### src/rtl/tmt_pkg.sv
// Shared types for the SRAM-emulated ternary match table.
package tmt_pkg;
    // Rule-update sequencer states.
    typedef enum logic {
        UPD_IDLE = 1'b0,
        UPD_WALK = 1'b1
    } upd_state_e;
endpackage

### src/rtl/tmt_store.sv
// Rule store: an SD x SW bit array with one bit-granular write port and
// N read ports. The N read ports stand for one physical RAM that is
// time-multiplexed N times within a system cycle, so all N words are
// available in the same cycle. Assumes SW >= 2 and SD a power of two.
module tmt_store #(
    parameter int SD = 16,
    parameter int SW = 8,
    parameter int N  = 2
) (
    input  logic              clk,
    input  logic              rst_n,
    input  logic              wr_en,
    input  logic [$clog2(SD)-1:0] wr_addr,
    input  logic [$clog2(SW)-1:0] wr_rule,
    input  logic              wr_bit,
    input  logic [N*$clog2(SD)-1:0] rd_addr,
    output logic [N*SW-1:0]   rd_rows
);
    localparam int AW = $clog2(SD);

    logic [SW-1:0] mem [SD];

    // Clear the array on reset; otherwise write one rule bit per cycle.
    always_ff @(posedge clk) begin
        if (!rst_n) begin
            for (int a = 0; a < SD; a++) mem[a] <= '0;
        end else if (wr_en) begin
            mem[wr_addr][wr_rule] <= wr_bit;
        end
    end

    // One read port per sub-block slot of the multiplexed RAM.
    for (genvar i = 0; i < N; i++) begin : g_rd
        assign rd_rows[i*SW +: SW] = mem[rd_addr[i*AW +: AW]];
    end
endmodule

### src/rtl/tmt_updater.sv
// Rule-update sequencer: latches a rule index, a value and a don't-care
// mask, then visits every RAM address once, one per cycle. At each address
// it writes the rule's bit: 1 when the address's local offset agrees with
// the value slice of that sub-block on every cared-for bit, else 0.
// A start request is ignored while a walk is running.
module tmt_updater
    import tmt_pkg::*;
#(
    parameter int SD = 16,
    parameter int SW = 8,
    parameter int N  = 2
) (
    input  logic                  clk,
    input  logic                  rst_n,
    input  logic                  start,
    input  logic [$clog2(SW)-1:0] rule,
    input  logic [N*$clog2(SD/N)-1:0] value,
    input  logic [N*$clog2(SD/N)-1:0] mask,
    output logic                  busy,
    output logic                  wr_en,
    output logic [$clog2(SD)-1:0] wr_addr,
    output logic [$clog2(SW)-1:0] wr_rule,
    output logic                  wr_bit
);
    localparam int SUB = SD / N;
    localparam int CW  = $clog2(SUB);
    localparam int AW  = $clog2(SD);
    localparam int KW  = N * CW;
    localparam int RIW = $clog2(SW);

    upd_state_e      state;
    logic [AW-1:0]   cnt;
    logic [RIW-1:0]  rule_q;
    logic [KW-1:0]   val_q;
    logic [KW-1:0]   msk_q;
    logic [CW-1:0]   loc;
    logic [CW-1:0]   vch;
    logic [CW-1:0]   mch;

    // Sequence the walk: latch the request, step the address, finish at SD-1.
    always_ff @(posedge clk) begin
        if (!rst_n) begin
            state  <= UPD_IDLE;
            cnt    <= '0;
            rule_q <= '0;
            val_q  <= '0;
            msk_q  <= '0;
        end else if (state == UPD_IDLE) begin
            if (start) begin
                state  <= UPD_WALK;
                cnt    <= '0;
                rule_q <= rule;
                val_q  <= value;
                msk_q  <= mask;
            end
        end else begin
            cnt <= cnt + 1'b1;
            if (cnt == AW'(SD - 1)) state <= UPD_IDLE;
        end
    end

    // Pick the value and mask slices that belong to the current sub-block.
    always_comb begin
        loc = CW'(int'(cnt) % SUB);
        vch = '0;
        mch = '0;
        for (int i = 0; i < N; i++) begin
            if (int'(cnt) / SUB == i) begin
                vch = val_q[i*CW +: CW];
                mch = msk_q[i*CW +: CW];
            end
        end
    end

    // Drive the store's write port during the walk.
    always_comb begin
        busy    = (state == UPD_WALK);
        wr_en   = busy;
        wr_addr = cnt;
        wr_rule = rule_q;
        wr_bit  = (((loc ^ vch) & ~mch) == '0);
    end
endmodule

### src/rtl/tmt_prio.sv
// Priority encoder: reports whether any bit of the match vector is set,
// and the index of the lowest set bit (0 when none is set).
module tmt_prio #(
    parameter int SW = 8
) (
    input  logic [SW-1:0]         match,
    output logic                  hit,
    output logic [$clog2(SW)-1:0] idx
);
    localparam int RIW = $clog2(SW);

    // Scan from the top so that the lowest set bit is the one that sticks.
    always_comb begin
        hit = |match;
        idx = '0;
        for (int i = SW - 1; i >= 0; i--) begin
            if (match[i]) idx = RIW'(i);
        end
    end
endmodule

### src/rtl/tmt_match_table.sv
// SRAM-emulated ternary match table (top). The key is split into N slices.
// Each slice reads one word of its own sub-block, the N words are ANDed into
// a per-rule match vector, and the lowest matching rule is registered out one
// cycle after the search. Searches and updates are refused while an update
// walk is running. Assumes SD/N is a power of two with SD/N >= 2, and SW >= 2.
module tmt_match_table #(
    parameter int SD = 16,
    parameter int SW = 8,
    parameter int N  = 2
) (
    input  logic                       clk,
    input  logic                       rst_n,
    input  logic                       srch_vld,
    input  logic [N*$clog2(SD/N)-1:0]  srch_key,
    input  logic                       upd_vld,
    input  logic [$clog2(SW)-1:0]      upd_rule,
    input  logic [N*$clog2(SD/N)-1:0]  upd_value,
    input  logic [N*$clog2(SD/N)-1:0]  upd_mask,
    output logic                       busy,
    output logic                       res_vld,
    output logic                       res_hit,
    output logic [$clog2(SW)-1:0]      res_idx
);
    localparam int SUB = SD / N;
    localparam int CW  = $clog2(SUB);
    localparam int AW  = $clog2(SD);
    localparam int RIW = $clog2(SW);

    logic                 wr_en;
    logic [AW-1:0]        wr_addr;
    logic [RIW-1:0]       wr_rule;
    logic                 wr_bit;
    logic [N*AW-1:0]      rd_addr;
    logic [N*SW-1:0]      rd_rows;
    logic [SW-1:0]        match;
    logic                 enc_hit;
    logic [RIW-1:0]       enc_idx;
    logic                 srch_ok;

    assign srch_ok = srch_vld && !busy;

    // Slice i of the key addresses word i*SUB + slice.
    for (genvar i = 0; i < N; i++) begin : g_addr
        assign rd_addr[i*AW +: AW] = AW'(i * SUB) + AW'(srch_key[i*CW +: CW]);
    end

    // AND the N sub-block words into one match bit per rule.
    always_comb begin
        match = '1;
        for (int i = 0; i < N; i++) match &= rd_rows[i*SW +: SW];
    end

    tmt_store #(.SD(SD), .SW(SW), .N(N)) u_store (
        .clk     (clk),
        .rst_n   (rst_n),
        .wr_en   (wr_en),
        .wr_addr (wr_addr),
        .wr_rule (wr_rule),
        .wr_bit  (wr_bit),
        .rd_addr (rd_addr),
        .rd_rows (rd_rows)
    );

    tmt_updater #(.SD(SD), .SW(SW), .N(N)) u_upd (
        .clk     (clk),
        .rst_n   (rst_n),
        .start   (upd_vld),
        .rule    (upd_rule),
        .value   (upd_value),
        .mask    (upd_mask),
        .busy    (busy),
        .wr_en   (wr_en),
        .wr_addr (wr_addr),
        .wr_rule (wr_rule),
        .wr_bit  (wr_bit)
    );

    tmt_prio #(.SW(SW)) u_prio (
        .match (match),
        .hit   (enc_hit),
        .idx   (enc_idx)
    );

    // Register the search result one cycle after an accepted search.
    always_ff @(posedge clk) begin
        if (!rst_n) begin
            res_vld <= 1'b0;
            res_hit <= 1'b0;
            res_idx <= '0;
        end else begin
            res_vld <= srch_ok;
            if (srch_ok) begin
                res_hit <= enc_hit;
                res_idx <= enc_idx;
            end
        end
    end
endmodule

### config.mk
export PLATFORM = sky130hd
export DESIGN_NAME = tmt_match_table
export DESIGN_NICKNAME = d
export VERILOG_FILES = /design/src/rtl/tmt_pkg.sv /design/src/rtl/tmt_store.sv /design/src/rtl/tmt_updater.sv /design/src/rtl/tmt_prio.sv /design/src/rtl/tmt_match_table.sv
export SDC_FILE = /design/constraint.sdc
export NUM_CORES = 1
export LEC_CHECK = 0
export ABC_AREA = 1
export ABC_CLOCK_PERIOD_IN_PS = 2500
export BUFFER_PORTS_ARGS = -buffer_cell sky130_fd_sc_hd__buf_4
export CORE_ASPECT_RATIO = 1.4
export CORE_MARGIN = 2
export CORE_UTILIZATION = 38
export CTS_BUF_LIST = sky130_fd_sc_hd__clkbuf_2
export CTS_CLUSTER_SIZE = 12
export DETAILED_ROUTE_END_ITERATION = 8
export PLACE_DENSITY = 0.64
export REMOVE_ABC_BUFFERS = 1
export SKIP_CTS_REPAIR_TIMING = 1
export SLEW_MARGIN = 30
export SYNTH_ARGS = -nofsm -noshare
export SYNTH_HDL_FRONTEND = slang
export SYNTH_HIERARCHICAL = 1
export SYNTH_SLANG_ARGS = --single-unit
### constraint.sdc
create_clock -name clk -period 2.5 [get_ports clk]
set_input_delay 0.25 -clock clk [delete_from_list [all_inputs] [get_ports clk]]
set_output_delay 0.25 -clock clk [all_outputs]
set_load 0.02 [all_outputs]
==> impl_metrics.env, run 1 <==
export IMPL_period_share=0.8648
export IMPL_drtIter0Drc=952
export IMPL_cts_tree="yes"
export IMPL_die_area_um2=27400
export IMPL_ys_seq_area_frac=0.4384
export IMPL_yosys_top_cells_count="nand2_1, nand3_1, inv_1"
export IMPL_synth_most_common_cell="nand2_1"
export IMPL_max_cap_viol_count=0
export IMPL_status="complete, no violations"
export IMPL_cp_depth=8
export IMPL_utilization=0.4303
export IMPL_synth_ff_type="edfxtp_1"
export IMPL_syn_area_per_cell_um2=6.741
export IMPL_num_rows=69
export IMPL_drtPass1Iterations=7
export IMPL_fin_skew_ps=48.38
export IMPL_crit_slowest_cell="dfxtp_1"
export IMPL_worstHoldStart="rst_n"
export IMPL_yosysUniqueCellTypes=31
export IMPL_synth_edff_count=128
export IMPL_fill_cells=2598
export IMPL_drtAntennaViolNets=0
export IMPL_path_clk_slew_ps=260
export IMPL_start_util=0.3878
export IMPL_worstHoldPathCells=5
export IMPL_final_hold_viol_count=0
export IMPL_critical_path_top_delay_family="flip-flops"
export IMPL_relSlewSlack=0.4862
export IMPL_drt_wl_total_mm=29.16
export IMPL_drc_errors=0
export IMPL_synthCells=1470
export IMPL_vias_per_cell=5.193
export IMPL_period_needed_ps=2162
export IMPL_startpoint_type="register"
export IMPL_hold_class="in -> reg"
export IMPL_yosys_warnings=6
export IMPL_cp_cell_sequence="inv_1 -> nand2_1 -> nand3_1 -> a21oi_1 -> nor2_1 -> clkinv_2 -> buf_12 -> nor2_1"
export IMPL_routabilityCongestion=0.8914
export IMPL_grt_max_degree=78
export IMPL_power_mw=5.586
export IMPL_hpwl_mm=19.96
export IMPL_worstMarginPinSlew_ps=770.7
export IMPL_tns_ps=0
export IMPL_ios=31
export IMPL_synth_area_top_cells="edfxtp_1, nand2_1, nand3_1, inv_1, nor2_1"
export IMPL_die_y_um=195.1
export IMPL_grt_pass1_wl_mm=46.23
export IMPL_path_class="reg -> reg"
export IMPL_power_leakage_nw=5.213
export IMPL_insertion_delay_ps=800
export IMPL_clock_fmax_mhz=462.5
export IMPL_gr_total_overflow=0
export IMPL_core_um2=25550
export IMPL_crit_top_cell="nor2_1"
export IMPL_setup_viol=0
export IMPL_cp_end_kind="register"
export IMPL_htree_levels=4
export IMPL_critPathBufInv=3
export IMPL_powerDensity_nw_per_um2=508.0
export IMPL_ys_ff_latch=153
export IMPL_yosysTopAreaCell="edfxtp_1"
export IMPL_ir_worst_vdd_mv=0.3570
export IMPL_cts_buffers=17
export IMPL_hold_end="u_store/mem[0][2]"
export IMPL_syn_to_final_growth_pct=10.96
export IMPL_avgRoutedWirePerCell_um=15.99
export IMPL_syn_area_um2=9910
export IMPL_nNetsFinal=1516
export IMPL_antenna_found_initial=1
export IMPL_io_buffer_count=30
export IMPL_grt_usage=0.2145
export IMPL_cts_root_buf="clkbuf_2"
export IMPL_reg2reg_from="u_upd/wr_addr[3]"
export IMPL_cp_required_ps=3040
export IMPL_ff2ff_setup_slack_ps=340
export IMPL_clk_path_buf_depth=2
export IMPL_placed_area_um2=10450
export IMPL_cp_data_arrival_time_ps=2700
export IMPL_instances_no_fill=1823
export IMPL_final_max_slew_viol_count=0
export IMPL_cts_sinks=153
export IMPL_grt_pass1_vias=8777
export IMPL_die_w_um=140.5
export IMPL_ys_async_sr_fraction=0
export IMPL_placed_cells=1762
export IMPL_fin_area_um2=11000
export IMPL_drive_above_1_share=0.08782
export IMPL_crit_path_max_incr_delay_ps=680
export IMPL_rsz0062_at_grt="false"
export IMPL_rr_worst_depth=8
export IMPL_r2r_end="u_store/mem[1][7]"
export IMPL_critPathMaxFanout=57
export IMPL_netlist_area_leader_share=0.3879
export IMPL_vias=9466
-- routing by layer --
metal  routed length, um  GRT usage  up-vias  share of wire
met1               11110     0.2470     4336           0.38
li1                    -          -     4637              -
met4                1359     0.1159        0          0.047
met3                1891    0.03997       91          0.065
met5                   0          0        -              0
met2               14800     0.3756      402           0.51
-- cells in the final DEF, fill, tap and decap left out, types with 8 or more instances in the layout --
| cell | instances |
|---|---|
| nand2_1 | 557 |
| nand3_1 | 238 |
| inv_1 | 173 |
| nor2_1 | 164 |
| edfxtp_1 | 128 |
| buf_4 | 57 |
| dlygate4sd3_1 | 28 |
| o21ai_0 | 27 |
| dfxtp_1 | 25 |
| clkbuf_2 | 19 |
| nor3_1 | 13 |
| inv_2 | 11 |
| nor2_4 | 11 |
| a21oi_1 | 8 |
-- layout make-up --
class | count | area (um2) | area share
clock buffer | 19 | 95.09 | 0.008648
tap | 319 | 399.1 | 0.03630
inverter | 184 | 691.9 | 0.06293
sequential | 153 | 4344 | 0.3951
antenna | 1 | 2.502 | 0.0002276
clock inverter | 13 | 167.7 | 0.01525
timing repair buffer | 92 | 848.3 | 0.07715
multi-input combinational | 1042 | 4447 | 0.4044
-- tightest hold or removal path, delay by kind of cell --
kind,cells,cell delay (ps)
simple gates,4,350
buf+inv,1,140
-- power by group --
| group | internal, mW | switching (mW) |
|---|---|---|
| Combinational | 0.371 | 0.772 |
| Clock | 0.583 | 0.955 |
| Sequential | 2.86 | 0.0486 |
-- flip-flops by register name, indices dropped and copies added (netlist names) --
signal,count
u_upd/val_q,6
u_upd/msk_q,6
u_upd/wr_addr,4
u_upd/busy,1
res_vld,1
u_upd/wr_rule,3
res_hit,1
res_idx,3
u_store/mem,128
-- stage by stage --
step                worst slack [ps]  hold WS (ps)
global placement               430.2         445.2
finish                         338.0         63.08
detailed placement             392.8         448.9
CTS                            319.4        -400.5
floorplan                     -850.6         347.6
global route                   68.15         20.64
-- kinds of logic after synthesis --
family | Yosys count | share of synthesized area
buffers and inverters | 275 | 0.1129
adder cells (fa/ha/maj) | 1 | 0.001262
AO/OA/AOI/OAI | 40 | 0.02058
other | 2 | 0.0007579
AND/OR/NAND/NOR | 999 | 0.4261
flip-flops | 153 | 0.4384
-- worst max-delay path by stage --
stage | from | to | slack (ps)
after floorplan | u_upd/wr_addr[3] | u_store/mem[0][0] | -850
after global placement | u_upd/wr_addr[3] | u_store/mem[0][3] | 430
after detailed placement | u_upd/wr_addr[3] | u_store/mem[0][3] | 390
after CTS | u_upd/wr_addr[3] | u_store/mem[0][3] | 320
after global routing | u_upd/wr_addr[3] | u_store/mem[11][1] | 70
final | u_upd/wr_addr[3] | u_store/mem[1][7] | 340
Power figures use the tool's default switching activity.
==> run 2: changes to the inputs <==
--- a/config.mk
+++ b/config.mk
@@ -8,13 +8,15 @@
 export ABC_AREA = 1
 export ABC_CLOCK_PERIOD_IN_PS = 2500
 export BUFFER_PORTS_ARGS = -buffer_cell sky130_fd_sc_hd__buf_4
+export CELL_PAD_IN_SITES_DETAIL_PLACEMENT = 0
+export CELL_PAD_IN_SITES_GLOBAL_PLACEMENT = 1
 export CORE_ASPECT_RATIO = 1.4
 export CORE_MARGIN = 2
 export CORE_UTILIZATION = 38
 export CTS_BUF_LIST = sky130_fd_sc_hd__clkbuf_2
 export CTS_CLUSTER_SIZE = 12
 export DETAILED_ROUTE_END_ITERATION = 8
-export PLACE_DENSITY = 0.64
+export PLACE_DENSITY = 0.8
 export REMOVE_ABC_BUFFERS = 1
 export SKIP_CTS_REPAIR_TIMING = 1
 export SLEW_MARGIN = 30
==> impl_metrics.env, run 2 (same netlist as run 1, synthesis figures left out) <==
export IMPL_p_int_mw=3.781
export IMPL_core_um2=25550
export IMPL_drtAntennaViolNets=0
export IMPL_worstHoldStart="rst_n"
export IMPL_fin_skew_ps=76.33
export IMPL_hold_end="res_hit"
export IMPL_start_util=0.3878
export IMPL_drive_above_1_share=0.08655
export IMPL_powerDensity_nw_per_um2=506.8
export IMPL_die_y_um=195.1
export IMPL_instances_no_fill=1822
export IMPL_cp_required_ps=3190
export IMPL_ios=31
export IMPL_status="complete, no violations"
export IMPL_grt_pass1_vias=8772
export IMPL_regMostFlops="u_store/mem"
export IMPL_fill_cells=2629
export IMPL_final_max_slew_viol_count=0
export IMPL_cp_end_kind="register"
export IMPL_cts_tree="yes"
export IMPL_setup_ws_ps=310.1
export IMPL_clock_fmax_mhz=456.6
export IMPL_worstMarginPinSlew_ps=738.1
export IMPL_critical_path_top_delay_family="buffers and inverters"
export IMPL_die_w_um=140.5
export IMPL_seqPwrFrac=0.524
export IMPL_crit_slowest_cell="dlygate4sd3_1"
export IMPL_vias_per_cell=5.105
export IMPL_layout_common_cells="nand2_1, nand3_1, inv_1"
export IMPL_routabilityCongestion=0.8748
export IMPL_num_rows=69
export IMPL_placed_cells=1761
export IMPL_path_class="reg -> reg"
export IMPL_critPathBufInv=3
export IMPL_drtPass1Iterations=5
export IMPL_path_clk_slew_ps=280
export IMPL_grt_pass1_wl_mm=48.09
export IMPL_antenna_found_initial=1
export IMPL_final_common_cell="nand2_1"
export IMPL_gr_total_overflow=0
export IMPL_hold_class="in -> reg"
export IMPL_p_switching_mw=1.770
export IMPL_vias=9302
export IMPL_largest_register_ffs=128
export IMPL_crit_top_cell="nor2_1"
export IMPL_cts_buffers=17
export IMPL_nNetsFinal=1515
export IMPL_htree_levels=4
export IMPL_hpwl_mm=21.15
export IMPL_insertion_delay_ps=810
export IMPL_cts_root_buf="clkbuf_2"
export IMPL_worstHoldPathCells=4
export IMPL_grt_max_degree=74
export IMPL_drc_errors=0
export IMPL_cp_cell_sequence="buf_4 -> nor2_2 -> inv_2 -> nor2_1 -> nor2_1 -> dlygate4sd3_1"
export IMPL_sw_frac_of_total=0.3188
export IMPL_relSlewSlack=0.5079
export IMPL_top_regs="u_store/mem (128), u_upd/msk_q (6), u_upd/val_q (6)"
export IMPL_p_clk_frac=0.277
export IMPL_critPathMaxFanout=21
export IMPL_syn_to_final_growth_pct=10.53
export IMPL_ir_worst_vdd_mv=0.2365
export IMPL_preCtsSetupSlack_ps=401.2
export IMPL_cp_data_arrival_time_ps=2880
export IMPL_drt_wl_total_mm=30.24
export IMPL_reg2reg_from="u_upd/busy"
export IMPL_period_needed_ps=2190
export IMPL_clk_path_buf_depth=2
export IMPL_r2r_end="u_upd/msk_q[1]"
export IMPL_drtIter0Drc=771
export IMPL_rr_worst_depth=6
export IMPL_setup_viol=0
export IMPL_io_buffer_count=30
export IMPL_cts_sinks=153
export IMPL_power_leakage_nw=5.183
export IMPL_crit_path_max_incr_delay_ps=560
export IMPL_final_hold_viol_count=0
export IMPL_max_cap_viol_count=0
export IMPL_period_share=0.8760
export IMPL_avgRoutedWirePerCell_um=16.60
export IMPL_ff2ff_setup_slack_ps=310
export IMPL_die_area_um2=27400
export IMPL_startpoint_type="register"
export IMPL_rsz0062_at_grt="false"
export IMPL_power_frac_comb=0.199
export IMPL_grt_usage=0.2259
[run 2: tightest hold or removal path: cells and delay by family]
| family | cells | cell delay [ps] |
|---|---|---|
| buffers and inverters | 2 | 420 |
| AND/OR/NAND/NOR | 2 | 160 |
[run 2: power by group through the flow]
stage,clock (mW),sequential (mW),combinational (mW)
after global placement,0,2.96,1.05
after detailed placement,0,2.97,1.05
after global routing,1.67,2.92,1.23
after CTS,1.59,2.91,1.05
final,1.54,2.91,1.10
after floorplan,0,2.96,0.606
[run 2: per-stage QoR]
step	power [mW]	utilization	hold WS, ps	setup TNS (ps)	area (um2)
after detailed placement	4.017	0.4077	453.0	0	10420
after floorplan	3.567	-	347.6	-101560	9482
after global placement	4.010	0.4077	449.2	0	10420
final	5.550	0.4286	61.85	0	10950
after global routing	5.828	0.4286	16.52	0	10950
after CTS	5.552	0.4175	-428.6	0	10670
[run 2: worst max-delay path by stage]
| stage | start | endpoint | cells past startpoint |
|---|---|---|---|
| final | u_upd/busy | u_upd/msk_q[1] | 6 |
| after global routing | u_upd/wr_addr[3] | u_store/mem[12][0] | 10 |
| after CTS | u_upd/busy | busy | 2 |
| after detailed placement | srch_key[4] | res_idx[0] | 18 |
| after global placement | srch_key[4] | res_hit | 17 |
| after floorplan | u_upd/wr_addr[3] | u_store/mem[0][0] | 7 |
[run 2: cell type report]
type	count	area [um2]	area share
Clock buffer	21	105.1	0.009596
Tap cell	319	399.1	0.03644
Sequential cell	153	4344	0.3966
Antenna cell	1	2.502	0.0002285
Clock inverter	11	147.6	0.01348
Multi-Input combinational cell	1042	4447	0.4060
Inverter	184	691.9	0.06317
Timing Repair Buffer	91	815.8	0.07448
[run 2: metal layers]
metal  up-vias  wire length [um]  track usage
met2       288             15400       0.3971
li1       4638                 -            -
met1      4322             12300       0.2706
met4         0              1183       0.1052
met5         -                 0            0
met3        54              1357      0.03507
==> run 3: changes to the inputs <==
--- a/config.mk
+++ b/config.mk
@@ -16,6 +16,7 @@
 export CTS_BUF_LIST = sky130_fd_sc_hd__clkbuf_2
 export CTS_CLUSTER_SIZE = 12
 export DETAILED_ROUTE_END_ITERATION = 8
+export GPL_TIMING_DRIVEN = 0
 export PLACE_DENSITY = 0.8
 export REMOVE_ABC_BUFFERS = 1
 export SKIP_CTS_REPAIR_TIMING = 1
==> impl_metrics.env, run 3 (same netlist as run 1, synthesis figures left out) <==
export IMPL_status="complete, no violations"
export IMPL_max_cap_viol_count=0
export IMPL_relSlewSlack=0.3863
export IMPL_utilization=0.4258
export IMPL_register_area_um2=4348
export IMPL_cp_data_arrival_time_ps=2770
export IMPL_drive_above_1_share=0.07442
export IMPL_final_common_cell="nand2_1"
export IMPL_final_hold_viol_count=0
export IMPL_hold_class="in -> reg"
export IMPL_grt_usage=0.2226
export IMPL_num_rows=69
export IMPL_fin_skew_ps=49.10
export IMPL_top_regs="u_store/mem (128), u_upd/msk_q (6), u_upd/val_q (6)"
export IMPL_fin_area_um2=10880
export IMPL_path_class="reg -> reg"
export IMPL_antenna_found_initial=1
export IMPL_start_util=0.3878
export IMPL_drc_errors=0
export IMPL_path_clk_slew_ps=240
export IMPL_startpoint_type="register"
export IMPL_gr_total_overflow=0
export IMPL_cts_buffers=17
export IMPL_preCtsSetupSlack_ps=-411.5
export IMPL_die_w_um=140.5
export IMPL_cp_required_ps=3030
export IMPL_hpwl_mm=18.23
export IMPL_rr_worst_depth=6
export IMPL_die_y_um=195.1
export IMPL_ios=31
export IMPL_grt_max_degree=96
export IMPL_ir_worst_vdd_mv=0.2764
export IMPL_powerDensity_nw_per_um2=526.4
export IMPL_setup_ws_ps=256.9
export IMPL_htree_levels=4
export IMPL_drtAntennaViolNets=0
export IMPL_final_max_slew_viol_count=0
export IMPL_clock_fmax_mhz=445.8
export IMPL_layout_common_cells="nand2_1, nand3_1, inv_1"
export IMPL_grt_pass1_vias=8587
export IMPL_syn_to_final_growth_pct=9.811
export IMPL_period_needed_ps=2243
export IMPL_worstMarginPinSlew_ps=919.5
export IMPL_largest_register_ffs=128
export IMPL_routabilityCongestion=0.7808
export IMPL_grt_pass1_wl_mm=46.57
export IMPL_io_buffer_count=30
export IMPL_rsz0062_at_grt="false"
export IMPL_nNetsFinal=1491
export IMPL_drtIter0Drc=766
export IMPL_placed_area_um2=10230
export IMPL_vias_per_cell=5.262
export IMPL_cts_root_buf="clkbuf_2"
export IMPL_cts_sinks=153
export IMPL_vias=9461
export IMPL_cp_end_kind="register"
export IMPL_insertion_delay_ps=780
export IMPL_regMostFlops="u_store/mem"
export IMPL_critPathMaxFanout=14
export IMPL_drt_wl_total_mm=30.63
export IMPL_avgRoutedWirePerCell_um=17.03
export IMPL_setup_viol=0
export IMPL_cts_tree="yes"
export IMPL_fill_cells=2665
export IMPL_multi_input_area_um2=4454
export IMPL_clk_path_buf_depth=2
export IMPL_die_area_um2=27400
export IMPL_power_leakage_nw=5.112
export IMPL_drtPass1Iterations=8
export IMPL_tns_ps=0
export IMPL_worstHoldPathCells=4
export IMPL_finalHoldWorstSlack_ps=265.5
export IMPL_core_um2=25550
export IMPL_period_share=0.8972
[run 3: cell count changes in the layout (fill, tap and decap cells not counted), moves of 3 or more]
cell	before	now
nor2_2	3	6
inv_4	0	5
nor2_1	164	161
buf_4	58	30
clkinvlp_4	3	0
buf_16	0	3
[run 3: worst paths after layout]
path / startpoint / endpoint / slack [ps]
setup / recovery: u_upd/busy / u_store/mem[0][4] / 260
hold / removal: upd_value[1] / u_upd/val_q[1] / 270
hold reg to reg: u_upd/msk_q[0] / u_upd/msk_q[0] / 480
setup reg to reg: u_upd/busy / u_store/mem[0][4] / 260
[run 3: critical path: stages, from the launching register on]
cell     delay [ps]
dfxtp_1         800
nand2_1         130
nor2_2          220
inv_2            90
nor2_4          330
inv_1           180
o21ai_0         230
[run 3: area by class of cell]
cell class / instances / share of cell area
repair buffers: 67 / 0.06278
clock buffers: 19 / 0.008739
diodes: 1 / 0.0002300
well taps: 319 / 0.03668
clock inverters: 13 / 0.01828
inverters: 184 / 0.06439
flip-flops and latches: 153 / 0.3996
multi-input cells: 1042 / 0.4093
[run 3: report_power, final]
part,internal (mW),switching (mW)
registers,2.85,0.0527
clock network,0.764,0.952
logic,0.331,0.774
[run 3: metal layers]
layer / GRT usage / vias up / routed length, um / share of wire
li1: - / 4591 / - / -
met3: 0.03335 / 60 / 1584 / 0.052
met1: 0.2621 / 4504 / 12180 / 0.40
met4: 0.08815 / 0 / 994 / 0.032
met5: 0 / - / 0 / 0
met2: 0.4050 / 306 / 15870 / 0.52
[run 3: metrics by stage]
step                      cells  total power [mW]
after floorplan            1379             3.567
after global placement     1728             3.945
after detailed placement   1732             4.000
after CTS                  1764             5.706
after global routing       1798             5.992
final                      1798             5.728
